$ cat config.mk
export PLATFORM = sky130hd
export DESIGN_NAME = acc_core
export DESIGN_NICKNAME = d
export VERILOG_FILES = /design/src/rtl/acc_core_pkg.sv /design/src/rtl/acc_core_ctrl.sv /design/src/rtl/acc_core_datapath.sv /design/src/rtl/acc_core_pc.sv /design/src/rtl/acc_core.sv
export SDC_FILE = /design/constraint.sdc
export NUM_CORES = 1
export LEC_CHECK = 0
export BUFFER_PORTS_ARGS = -buffer_cell sky130_fd_sc_hd__buf_2
export CORE_MARGIN = 2
export CORE_UTILIZATION = 45
export DETAILED_ROUTE_END_ITERATION = 10
export GPL_TIMING_DRIVEN = 0
export PLACE_DENSITY = 0.69
export REMOVE_ABC_BUFFERS = 1
export SETUP_SLACK_MARGIN = 0.15
export SLEW_MARGIN = 5
export SYNTH_ARGS = -nofsm -noshare
export SYNTH_HDL_FRONTEND = slang
export SYNTH_SLANG_ARGS = --single-unit
$ cat constraint.sdc
create_clock -name clk_i -period 3.6 [get_ports clk_i]
set_clock_uncertainty 0.2 [all_clocks]
set_input_delay 0 -clock clk_i [delete_from_list [all_inputs] [get_ports clk_i]]
set_output_delay 0 -clock clk_i [all_outputs]
set_load 0.005 [all_outputs]
$ cat src/rtl/acc_core_pkg.sv
package acc_core_pkg;
  localparam logic [3:0] OPC_LOAD  = 4'd0;
  localparam logic [3:0] OPC_STORE = 4'd1;
  localparam logic [3:0] OPC_ADD   = 4'd2;
  localparam logic [3:0] OPC_SUB   = 4'd3;
  localparam logic [3:0] OPC_JNZ   = 4'd6;
  localparam logic [3:0] OPC_STOP  = 4'd7;

  typedef enum logic [1:0] {ST_FETCH, ST_EXEC, ST_HALT} core_state_e;
  typedef enum logic [1:0] {PEND_NONE, PEND_LOAD, PEND_ADD, PEND_SUB} pend_e;
endpackage

$ cat src/rtl/acc_core_ctrl.sv
module acc_core_ctrl
  import acc_core_pkg::*;
#(
  parameter int OP_W = 4
) (
  input  logic            clk_i,
  input  logic            rst_ni,
  input  logic [OP_W-1:0] op_i,
  input  logic            acc_zero_i,
  output core_state_e     state_o,
  output pend_e           pend_o,
  output logic            adv_pc_o,
  output logic            jump_o,
  output logic            store_o
);
  core_state_e state_q, state_d;
  pend_e       pend_q, pend_d;
  logic        in_exec;

  assign in_exec = (state_q == ST_EXEC);

  always_comb begin
    state_d = state_q;
    unique case (state_q)
      ST_FETCH: state_d = ST_EXEC;
      ST_EXEC:  state_d = (op_i == OPC_STOP) ? ST_HALT : ST_FETCH;
      default:  state_d = ST_HALT;
    endcase
  end

  // operand arrives during the next fetch; remember what to do with it
  always_comb begin
    pend_d = PEND_NONE;
    if (in_exec) begin
      unique case (op_i)
        OPC_LOAD: pend_d = PEND_LOAD;
        OPC_ADD:  pend_d = PEND_ADD;
        OPC_SUB:  pend_d = PEND_SUB;
        default:  pend_d = PEND_NONE;
      endcase
    end
  end

  always_ff @(posedge clk_i or negedge rst_ni) begin
    if (!rst_ni) begin
      state_q <= ST_FETCH;
      pend_q  <= PEND_NONE;
    end else begin
      state_q <= state_d;
      pend_q  <= pend_d;
    end
  end

  assign state_o  = state_q;
  assign pend_o   = pend_q;
  assign adv_pc_o = in_exec && (op_i != OPC_STOP);
  assign jump_o   = in_exec && (op_i == OPC_JNZ) && !acc_zero_i;
  assign store_o  = in_exec && (op_i == OPC_STORE);
endmodule

$ cat src/rtl/acc_core_datapath.sv
module acc_core_datapath
  import acc_core_pkg::*;
#(
  parameter int DATA_W = 16
) (
  input  logic              clk_i,
  input  logic              rst_ni,
  input  logic              apply_i,
  input  pend_e             pend_i,
  input  logic [DATA_W-1:0] operand_i,
  output logic [DATA_W-1:0] acc_o
);
  logic [DATA_W-1:0] acc_q, acc_d;

  always_comb begin
    acc_d = acc_q;
    if (apply_i) begin
      unique case (pend_i)
        PEND_LOAD: acc_d = operand_i;
        PEND_ADD:  acc_d = acc_q + operand_i;
        PEND_SUB:  acc_d = acc_q - operand_i;
        default:   acc_d = acc_q;
      endcase
    end
  end

  always_ff @(posedge clk_i or negedge rst_ni) begin
    if (!rst_ni) acc_q <= '0;
    else         acc_q <= acc_d;
  end

  assign acc_o = acc_q;
endmodule

$ cat src/rtl/acc_core_pc.sv
module acc_core_pc #(
  parameter int ADDR_W = 12,
  parameter int STRIDE = 2
) (
  input  logic              clk_i,
  input  logic              rst_ni,
  input  logic              adv_i,
  input  logic              jump_i,
  input  logic [ADDR_W-1:0] target_i,
  output logic [ADDR_W-1:0] pc_o
);
  localparam logic [ADDR_W-1:0] Step = ADDR_W'(STRIDE);

  logic [ADDR_W-1:0] pc_q;

  always_ff @(posedge clk_i or negedge rst_ni) begin
    if (!rst_ni)     pc_q <= '0;
    else if (jump_i) pc_q <= target_i;
    else if (adv_i)  pc_q <= pc_q + Step;
  end

  assign pc_o = pc_q;
endmodule

$ cat src/rtl/acc_core.sv
module acc_core
  import acc_core_pkg::*;
#(
  parameter int ADDR_W = 12,
  parameter int OP_W   = 4,
  parameter int STRIDE = 2
) (
  input  logic                   clk_i,
  input  logic                   rst_ni,
  output logic [ADDR_W-1:0]      mem_addr_o,
  output logic [OP_W+ADDR_W-1:0] mem_wdata_o,
  output logic                   mem_we_o,
  input  logic [OP_W+ADDR_W-1:0] mem_rdata_i,
  output logic                   halted_o,
  output logic [OP_W+ADDR_W-1:0] acc_o,
  output logic [ADDR_W-1:0]      pc_o
);
  localparam int DATA_W = OP_W + ADDR_W;

  core_state_e       state;
  pend_e             pend;
  logic              adv_pc, jump, store;
  logic [OP_W-1:0]   op_field;
  logic [ADDR_W-1:0] addr_field;
  logic [DATA_W-1:0] acc;
  logic [ADDR_W-1:0] pc;

  // no instruction register: the word is decoded straight off the read port
  assign op_field   = mem_rdata_i[DATA_W-1 -: OP_W];
  assign addr_field = mem_rdata_i[ADDR_W-1:0];

  acc_core_ctrl #(.OP_W(OP_W)) ctrl_i (
    .clk_i      (clk_i),
    .rst_ni     (rst_ni),
    .op_i       (op_field),
    .acc_zero_i (acc == '0),
    .state_o    (state),
    .pend_o     (pend),
    .adv_pc_o   (adv_pc),
    .jump_o     (jump),
    .store_o    (store)
  );

  acc_core_datapath #(.DATA_W(DATA_W)) dp_i (
    .clk_i     (clk_i),
    .rst_ni    (rst_ni),
    .apply_i   (state == ST_FETCH),
    .pend_i    (pend),
    .operand_i (mem_rdata_i),
    .acc_o     (acc)
  );

  acc_core_pc #(.ADDR_W(ADDR_W), .STRIDE(STRIDE)) pc_i (
    .clk_i    (clk_i),
    .rst_ni   (rst_ni),
    .adv_i    (adv_pc),
    .jump_i   (jump),
    .target_i (addr_field),
    .pc_o     (pc)
  );

  assign mem_addr_o  = (state == ST_EXEC) ? addr_field : pc;
  assign mem_wdata_o = acc;
  assign mem_we_o    = store;
  assign halted_o    = (state == ST_HALT);
  assign acc_o       = acc;
  assign pc_o        = pc;
endmodule

==> results of run 1 <==
## cells by family after synthesis
logic type,Yosys count,synth area share
buffers and inverters,46,0.09371
DFF,32,0.2666
adders and majority gates,18,0.07747
and+or+nand+nor,138,0.2337
AOI/OAI and AO/OA,102,0.2178
xor gates and xnor gates,31,0.09038
muxes,6,0.02041
## sequential cells by signal, indices dropped and copies added (netlist names)
signal and cells:
dp_i.acc_o 16, ctrl_i.state_o 2, pc_i.pc_o 12, ctrl_i.pend_o 2
## repair_timing
action	CTS	global route
endpoints found under the setup margin	0	8
gates resized for setup	0	5
hold buffers	20	0
endpoints found under the hold margin	56	0
## power breakdown
group | leakage [nW] | internal [mW] | switching [mW] | total, mW
Clock | 0.0445 | 0.156 | 0.149 | 0.305
Combinational | 1.19 | 0.772 | 0.847 | 1.62
Sequential | 0.381 | 0.524 | 0.244 | 0.768
## through the flow
step / utilization / instance area (um2) / worst slack (ns) / hold WS, ns
final: 0.5617 / 3587 / 0.3145 / 0.1117
after global routing: 0.5617 / 3587 / 0.1546 / 0.1737
after CTS: 0.5582 / 3565 / 0.1635 / 0.1410
after detailed placement: 0.5121 / 3271 / 0.2048 / -0.07984
after global placement: 0.5072 / 3239 / -0.2496 / -0.08434
after floorplan: - / 2768 / 0.7012 / -0.4956
## final cells by class
class / count / area (um2)
Multi-Input combinational cell: 295 / 1947
Sequential cell: 32 / 802.0
Clock buffer: 7 / 86.33
Fill cell: 602 / 2799
Inverter: 12 / 45.04
Timing Repair Buffer: 96 / 603.1
Clock inverter: 1 / 7.507
Tap cell: 77 / 96.34
## worst max-delay path, delay by kind of cell
kind                     cells  cell delay (ns)
buffers and inverters        2             0.72
AO/OA/AOI/OAI                4             0.51
adder cells (fa/ha/maj)      1             0.42
AND/OR/NAND/NOR              5             1.31
XOR/XNOR                     2             0.28
## worst max-delay path by stage
stage	from	cells past startpoint	end	slack, ns
2_1_floorplan	ctrl_i.pend_o[1]$_DFF_PN0_	10	dp_i.acc_o[14]$_DFFE_PN0P_	0.70
3_3_place_gp	ctrl_i.pend_o[1]$_DFF_PN0_	4	dp_i.acc_o[8]$_DFFE_PN0P_	-0.25
3_5_place_dp	ctrl_i.pend_o[1]$_DFF_PN0_	10	dp_i.acc_o[14]$_DFFE_PN0P_	0.20
4_1_cts	ctrl_i.pend_o[1]$_DFF_PN0_	10	dp_i.acc_o[14]$_DFFE_PN0P_	0.16
5_1_grt	mem_rdata_i[2]	14	dp_i.acc_o[15]$_DFFE_PN0P_	0.15
6_report	mem_rdata_i[2]	14	dp_i.acc_o[15]$_DFFE_PN0P_	0.31
## cell usage after synthesis (all sizes together), types with 2 or more instances
cell and number:
nor4 10, nand2 59, nand3 9, o21a 4, nor2 19, nand4 6
o31ai 2, nor2b 7, a21oi 29, nor3 4, and3 4, mux2i 5
nor4b 2, a221o 3, dfrtp 32, xnor2 20, nand2b 6, a21o 4
clkbuf 6, buf 27, ha 17, a31oi 2, xor2 11, inv 12
o311ai 2, a22oi 2, a211o 2, nor3b 7, o21ai 37, a21boi 3
## routing by layer
metal / vias up / global-route usage
li1: 1450 / -
met1: 1383 / 0.3043
met2: 95 / 0.3828
met3: 13 / 0.03176
met4: 0 / 0.05483
met5: - / 0
==> metrics.md, run 1 <==
| Metric | Value |
|---|---|
| Clk root buf | `clkbuf_8` |
| Critical path's largest stage delay | `between 0.5 and 0.6 ns` |
| Mean cell area of the mapped netlist | `8.054 um2` |
| Most common cell after layout, fill and taps aside | `buf_2` |
| Leak Pwr | `roughly 1.6 nW` |
| Final setup fails | `0` |
| Mapped Cells | `approximately 370` |
| Pin count of the biggest net entering global routing | `33` |
| Hold Path Class | `in -> async` |
| M1 wire length | `3677 um` |
| EDFF count, synth | `0` |
| Die width | `approximately 86 um` |
| First-pass GRT wire length | `between 10000 and 15000 um` |
| Worst relative slew slack | `0.4676` |
| Initial antenna violation count | `0` |
| Gr ovfl total | `0` |
| RSZ-0062 raised after global routing | `false` |
| Setup crit start kind | `input port` |
| Diodes inserted | `0` |
| TritonCTS Buffers | `5` |
| Setup CP Type | `in -> reg` |
| CTS max path bufs | `2` |
| VDD IR-drop max | `0.3672 mV` |
| Post-route ant nets | `0` |
| Io pins | `76` |
| Routed vias/inst | `approximately 5.7` |
| GRT Total Usage | `0.2256` |
| Worst-path cell chain | `dlygate4sd3_1, buf_2, nor2b_2, nand3_1, or4_4, o31ai_2, xor2_1, ha_2, nand4_1, nor4_2, a2111oi_2, o31a_1, xnor2_1, o21ai_1` |
| Cells after DPL | `a little under 500` |
| Port Buffers | `75` |
| Std cell rows | `29` |
| Clock transition at path regs | `roughly 0.08 ns` |
| Routed length on met2 | `3887 um` |
| Reg2reg start | `ctrl_i.pend_o[1]$_DFF_PN0_` |
| Period minus WS final | `roughly 3.3 ns` |
| YS warnings | `0` |
| H-Tree Depth | `2` |
| Drt first pass iters | `4` |
| Initial drt markers | `between 200 and 250` |
| Clk_lat worst skew | `approximately 0.30 ns` |
| Synthesis-stage register bit count | `32` |
| R2R Setup Slk | `between 0.3 and 0.4 ns` |
| Die area | `between 0.007 and 0.008 mm2` |
| P per Cell Area | `750.4 mW/mm2` |
| Core area | `0.006386 mm2` |
| Seq/Total Area, Yosys | `0.2666` |
| Layout area overhead | `19.41%` |
| Status | `finished clean` |
| CP required | `approximately 3.6 ns` |
| Wire per inst | `between 15 and 20 um` |
| CTS Sinks | `32` |
| Dominant cells by area after synthesis | `dfrtp_1 27%, nand2_1 7.4%, ha_1 7.1%` |
| Most frequent cells in the layout | `75 x buf_2, 59 x nand2_1, 31 x dfrtp_1` |
| Share of layout cells above drive strength 1 | `0.2393` |
| Worst Tran Pin Value | `roughly 0.79 ns` |
| Initial core utilization | `0.4704` |
| Crit path max-delay cell type | `dlygate4sd3_1` |
| Die Span Y | `between 80 and 90 um` |
| Setup tns final | `0 ns` |
| Final Cycle Share | `0.9126` |
| Final count of hold timing violations | `0` |
| Post-synth top flop | `dfrtp_1` |
| Area leader, netlist | `dfrtp_1` |
| Overall power | `about 2.7 mW` |
| Fmax | `0.3044 GHz` |
| Post-CTS Setup Repair Bufs | `0` |
| Synth unique cells | `64` |
| Layout Cells excl Fill | `520` |
| TritonCTS clock tree | `yes` |
| Mapped Area | `0.003004 mm2` |
| DR WL met3 | `336 um` |
| Max-Cap Viols | `0` |
| Share of the synthesized area in the top cell type | `0.2666` |
| Final Wtd Congestion | `0.9259` |
| Residual DRC | `0` |
| Vias in the first global route | `approximately 2700` |
| DR vias | `2941` |
| Final WL | `between 8000 and 9000 um` |
| Hpwl dp | `roughly 5800 um` |
| CP Capture Type | `register` |
| Register-to-Register Path Depth | `10` |
| Asr flop ratio synth | `1.000` |
| Max Used Layer | `met4` |
| Crit path DAT | `around 3.3 ns` |
| Max-slew violation count | `0` |
| Reg2reg end | `dp_i.acc_o[14]$_DFFE_PN0P_` |
| Nets | `approximately 480` |
| Worst-path fanout max | `7` |
(Power assumes the default switching activity.)
==> run 2, diff against run 1 <==
--- a/config.mk
+++ b/config.mk
@@ -10,6 +10,7 @@
 export CORE_UTILIZATION = 45
 export DETAILED_ROUTE_END_ITERATION = 10
+export GPL_ROUTABILITY_DRIVEN = 0
 export GPL_TIMING_DRIVEN = 0
-export PLACE_DENSITY = 0.69
+export PLACE_DENSITY = 0.72
 export REMOVE_ABC_BUFFERS = 1
 export SETUP_SLACK_MARGIN = 0.15
==> constraint.sdc (replaced) <==
create_clock -name clk_i -period 2.85 [get_ports clk_i]
set_clock_uncertainty 0.2 [all_clocks]
set_input_delay 0.1425 -clock clk_i [delete_from_list [all_inputs] [get_ports clk_i]]
set_output_delay 0.1425 -clock clk_i [all_outputs]
set_load 0.005 [all_outputs]
==> run 2 against run 1 <==
Compared with the run above: sequential cell count unchanged; via count grew 5.7%; the flow now finishes with violations (negative setup slack); die area stayed put; combinational power rose by 48%; design area grew 8.3%; critical path type unchanged; first-iteration DRC count is 18% lower; count of clock-buffer cells in the layout fell by 1; wire length up 12%; largest cell class unchanged; sequential power grew 28%.
==> metrics.md, run 2 (same netlist as run 1, synthesis figures left out) <==
| Metric | Value |
|---|---|
| Status | `finished, violations left` |
| Clk root buf | `clkbuf_8` |
| CP Capture Type | `register` |
| Layout Cells excl Fill | `534 (+2.7%)` |
| DR WL met3 | `521 um (+55%)` |
| Initial antenna violation count | `0 (unchanged)` |
| Vias in the first global route | `2750 (+1.5%)` |
| Diodes inserted | `0 (unchanged)` |
| RSZ-0062 raised after global routing | `true` |
| Port Buffers | `75 (unchanged)` |
| P_sw | `1.720 mW (+39%)` |
| Pre-CTS setup slack | `-0.5987 ns (-0.8035 ns)` |
| Core area | `0.006386 mm2 (unchanged)` |
| Cells after DPL | `492 (unchanged)` |
| Hold Path Class | `in -> reg` |
| Setup crit start kind | `input port` |
| Drt first pass iters | `6 (+2)` |
| Final WS setup | `-0.008073 ns (-0.3225 ns)` |
| Overall power | `3.771 mW (+40%)` |
| DR vias | `3110 (+5.7%)` |
| Max-Cap Viols | `0 (unchanged)` |
| Most frequent cells in the layout | `73 x buf_2, 56 x nand2_1, 30 x dfrtp_1` |
| Multi-input gate area | `0.002146 mm2 (+10%)` |
| Max-slew violation count | `0 (unchanged)` |
| Std cell rows | `29 (unchanged)` |
| Final setup fails | `1 (+1)` |
| Filler Cell Count | `529 (-12%)` |
| Register area | `805.8 um2 (+0.47%)` |
| Post-layout util | `0.6085 (+0.04683)` |
| Post-route ant nets | `0 (unchanged)` |
| H-Tree Depth | `2 (unchanged)` |
| Final Cycle Share | `1.003` |
| Final count of hold timing violations | `0 (unchanged)` |
| Worst relative slew slack | `0.4850 (+0.01741)` |
| Period minus WS final | `approximately 2.9 ns` |
| Routed length on met2 | `4544 um (+17%)` |
| Reg power frac | `0.261 (-0.024)` |
| Max Used Layer | `met4` |
| Worst Tran Pin Value | `0.7725 ns (-0.01502 ns)` |
| Leak Pwr | `1.713 nW (+6.1%)` |
| Io pins | `76 (unchanged)` |
| P per Cell Area | `970.2 mW/mm2 (+29%)` |
| Max reg flops | `16 (unchanged)` |
| Crit path DAT | `2.83 ns (-0.43 ns)` |
| Crit path max-delay cell type | `or4_4` |
| Failing checks | `negative setup slack` |
| Fmax | `around 0.35 GHz` |
| Nets | `492 (+2.9%)` |
| Worst-path fanout max | `4 (-3)` |
| GRT Total Usage | `0.2253 (-0.0002537)` |
| Final WL | `8968 um (+12%)` |
| Int Pwr | `2.051 mW (+41%)` |
| CTS Sinks | `32 (unchanged)` |
| CP required | `2.82 ns (-0.75 ns)` |
| Hpwl dp | `5833 um (+1.0%)` |
| Initial drt markers | `181 (-18%)` |
| Residual DRC | `0 (unchanged)` |
| Routed vias/inst | `5.824 (+3.0%)` |
| Die width | `85.71 um (unchanged)` |
| First-pass GRT wire length | `13200 um (-1.1%)` |
| TritonCTS clock tree | `yes` |
| CTS max path bufs | `2 (unchanged)` |
| Clk_lat worst skew | `0.30 ns (about the same)` |
| Setup CP Type | `in -> reg` |
| Layout area overhead | `29.36%` |
| Die area | `0.007345 mm2 (unchanged)` |
| Most common cell after layout, fill and taps aside | `buf_2` |
| Critical path's largest stage delay | `0.47 ns (-0.07 ns)` |
| Clk network pwr share | `0.104 (-0.009)` |
| M1 wire length | `3628 um (-1.3%)` |
| CP dominant cell by count | `ha_4` |
| Gr ovfl total | `0 (unchanged)` |
| Worst-path cell chain | `buf_8, inv_6, ha_4, nor2b_4, nand3_2, or4_4, o31ai_4, xor2_2, ha_4, nand4_1, nor4_2, a2111oi_2, o31a_1, xnor2_1, o21ai_1` |
| TritonCTS Buffers | `5 (unchanged)` |
| Initial core utilization | `0.4704 (unchanged)` |
| Hold Slack | `0.009270 ns (-0.1025 ns)` |
| Pin count of the biggest net entering global routing | `33 (unchanged)` |
| VDD IR-drop max | `0.4526 mV (+23%)` |
| Share of layout cells above drive strength 1 | `0.3567 (+0.1174)` |
| Die Span Y | `85.71 um (unchanged)` |
| Combinational share of power | `0.635 (+0.034)` |
| Clock transition at path regs | `0.08 ns (about the same)` |
| Sw Ratio | `0.4562 (-0.004633)` |
| Wire per inst | `16.79 um (+8.9%)` |
[run 2: worst paths after layout]
path,from,endpoint,slack (ns),cells past startpoint
max,mem_rdata_i[1],dp_i.acc_o[15]$_DFFE_PN0P_,-0.008,15
max in group asynchronous,rst_ni,ctrl_i.pend_o[1]$_DFF_PN0_,1.64,2
min,mem_rdata_i[13],dp_i.acc_o[13]$_DFFE_PN0P_,0.009,3
min in group asynchronous,rst_ni,dp_i.acc_o[8]$_DFFE_PN0P_,0.24,2
max reg2reg,ctrl_i.pend_o[1]$_DFF_PN0_,dp_i.acc_o[15]$_DFFE_PN0P_,0,10
min reg2reg,pc_i.pc_o[0]$_DFFE_PN0P_,pc_i.pc_o[0]$_DFFE_PN0P_,0.35,1
[run 2: stage by stage]
stage | instance area, um2 | TNS (ns)
2_1_floorplan | 2768 | -0.1109
3_3_place_gp | 3239 | -13.15
4_1_cts | 3686 | -0.1898
5_1_grt | 3886 | -0.1277
6_report | 3886 | -0.008073
3_5_place_dp | 3258 | -4.268
[run 2: repair_timing]
action / 4_1_cts / 5_1_grt
endpoints found under the setup margin: 16 / 11
endpoints found under the hold margin: 41 / 0
gates resized for setup: 33 / 32
setup buffers: 13 / 9
hold buffers: 11 / 0
pin swaps: 12 / 20
cloned: 0 / 1
[run 2: cell type report]
cell class,instances,share of cell area
multi-input combinational,296,0.5522
sequential,32,0.2073
timing repair buffer,109,0.1784
tap,77,0.02479
clock buffer,6,0.02125
inverter,12,0.01352
clock inverter,2,0.002576
[run 2: worst max-delay path: cells and delay by family]
kind,cells,cell delay (ns)
AO/OA/AOI/OAI,4,0.54
AND/OR/NAND/NOR,5,1.26
XOR/XNOR,2,0.29
adder cells (fa/ha/maj),2,0.44
buffers and inverters,2,0.15
[run 2: power groups by stage]
stage | clock network [mW] | logic (mW) | registers (mW)
after CTS | 0.388 | 2.12 | 0.968
final | 0.390 | 2.40 | 0.985
after floorplan | 0 | 1.25 | 0.949
after global routing | 0.407 | 2.62 | 1.02
after global placement | 0 | 1.92 | 0.963
after detailed placement | 0 | 1.96 | 0.975
[run 2: per-layer routing]
layer | vias to the layer above | global-route usage
met5 | - | 0
met3 | 37 | 0.03754
met2 | 150 | 0.3906
li1 | 1479 | -
met1 | 1444 | 0.2815
met4 | 0 | 0.08225
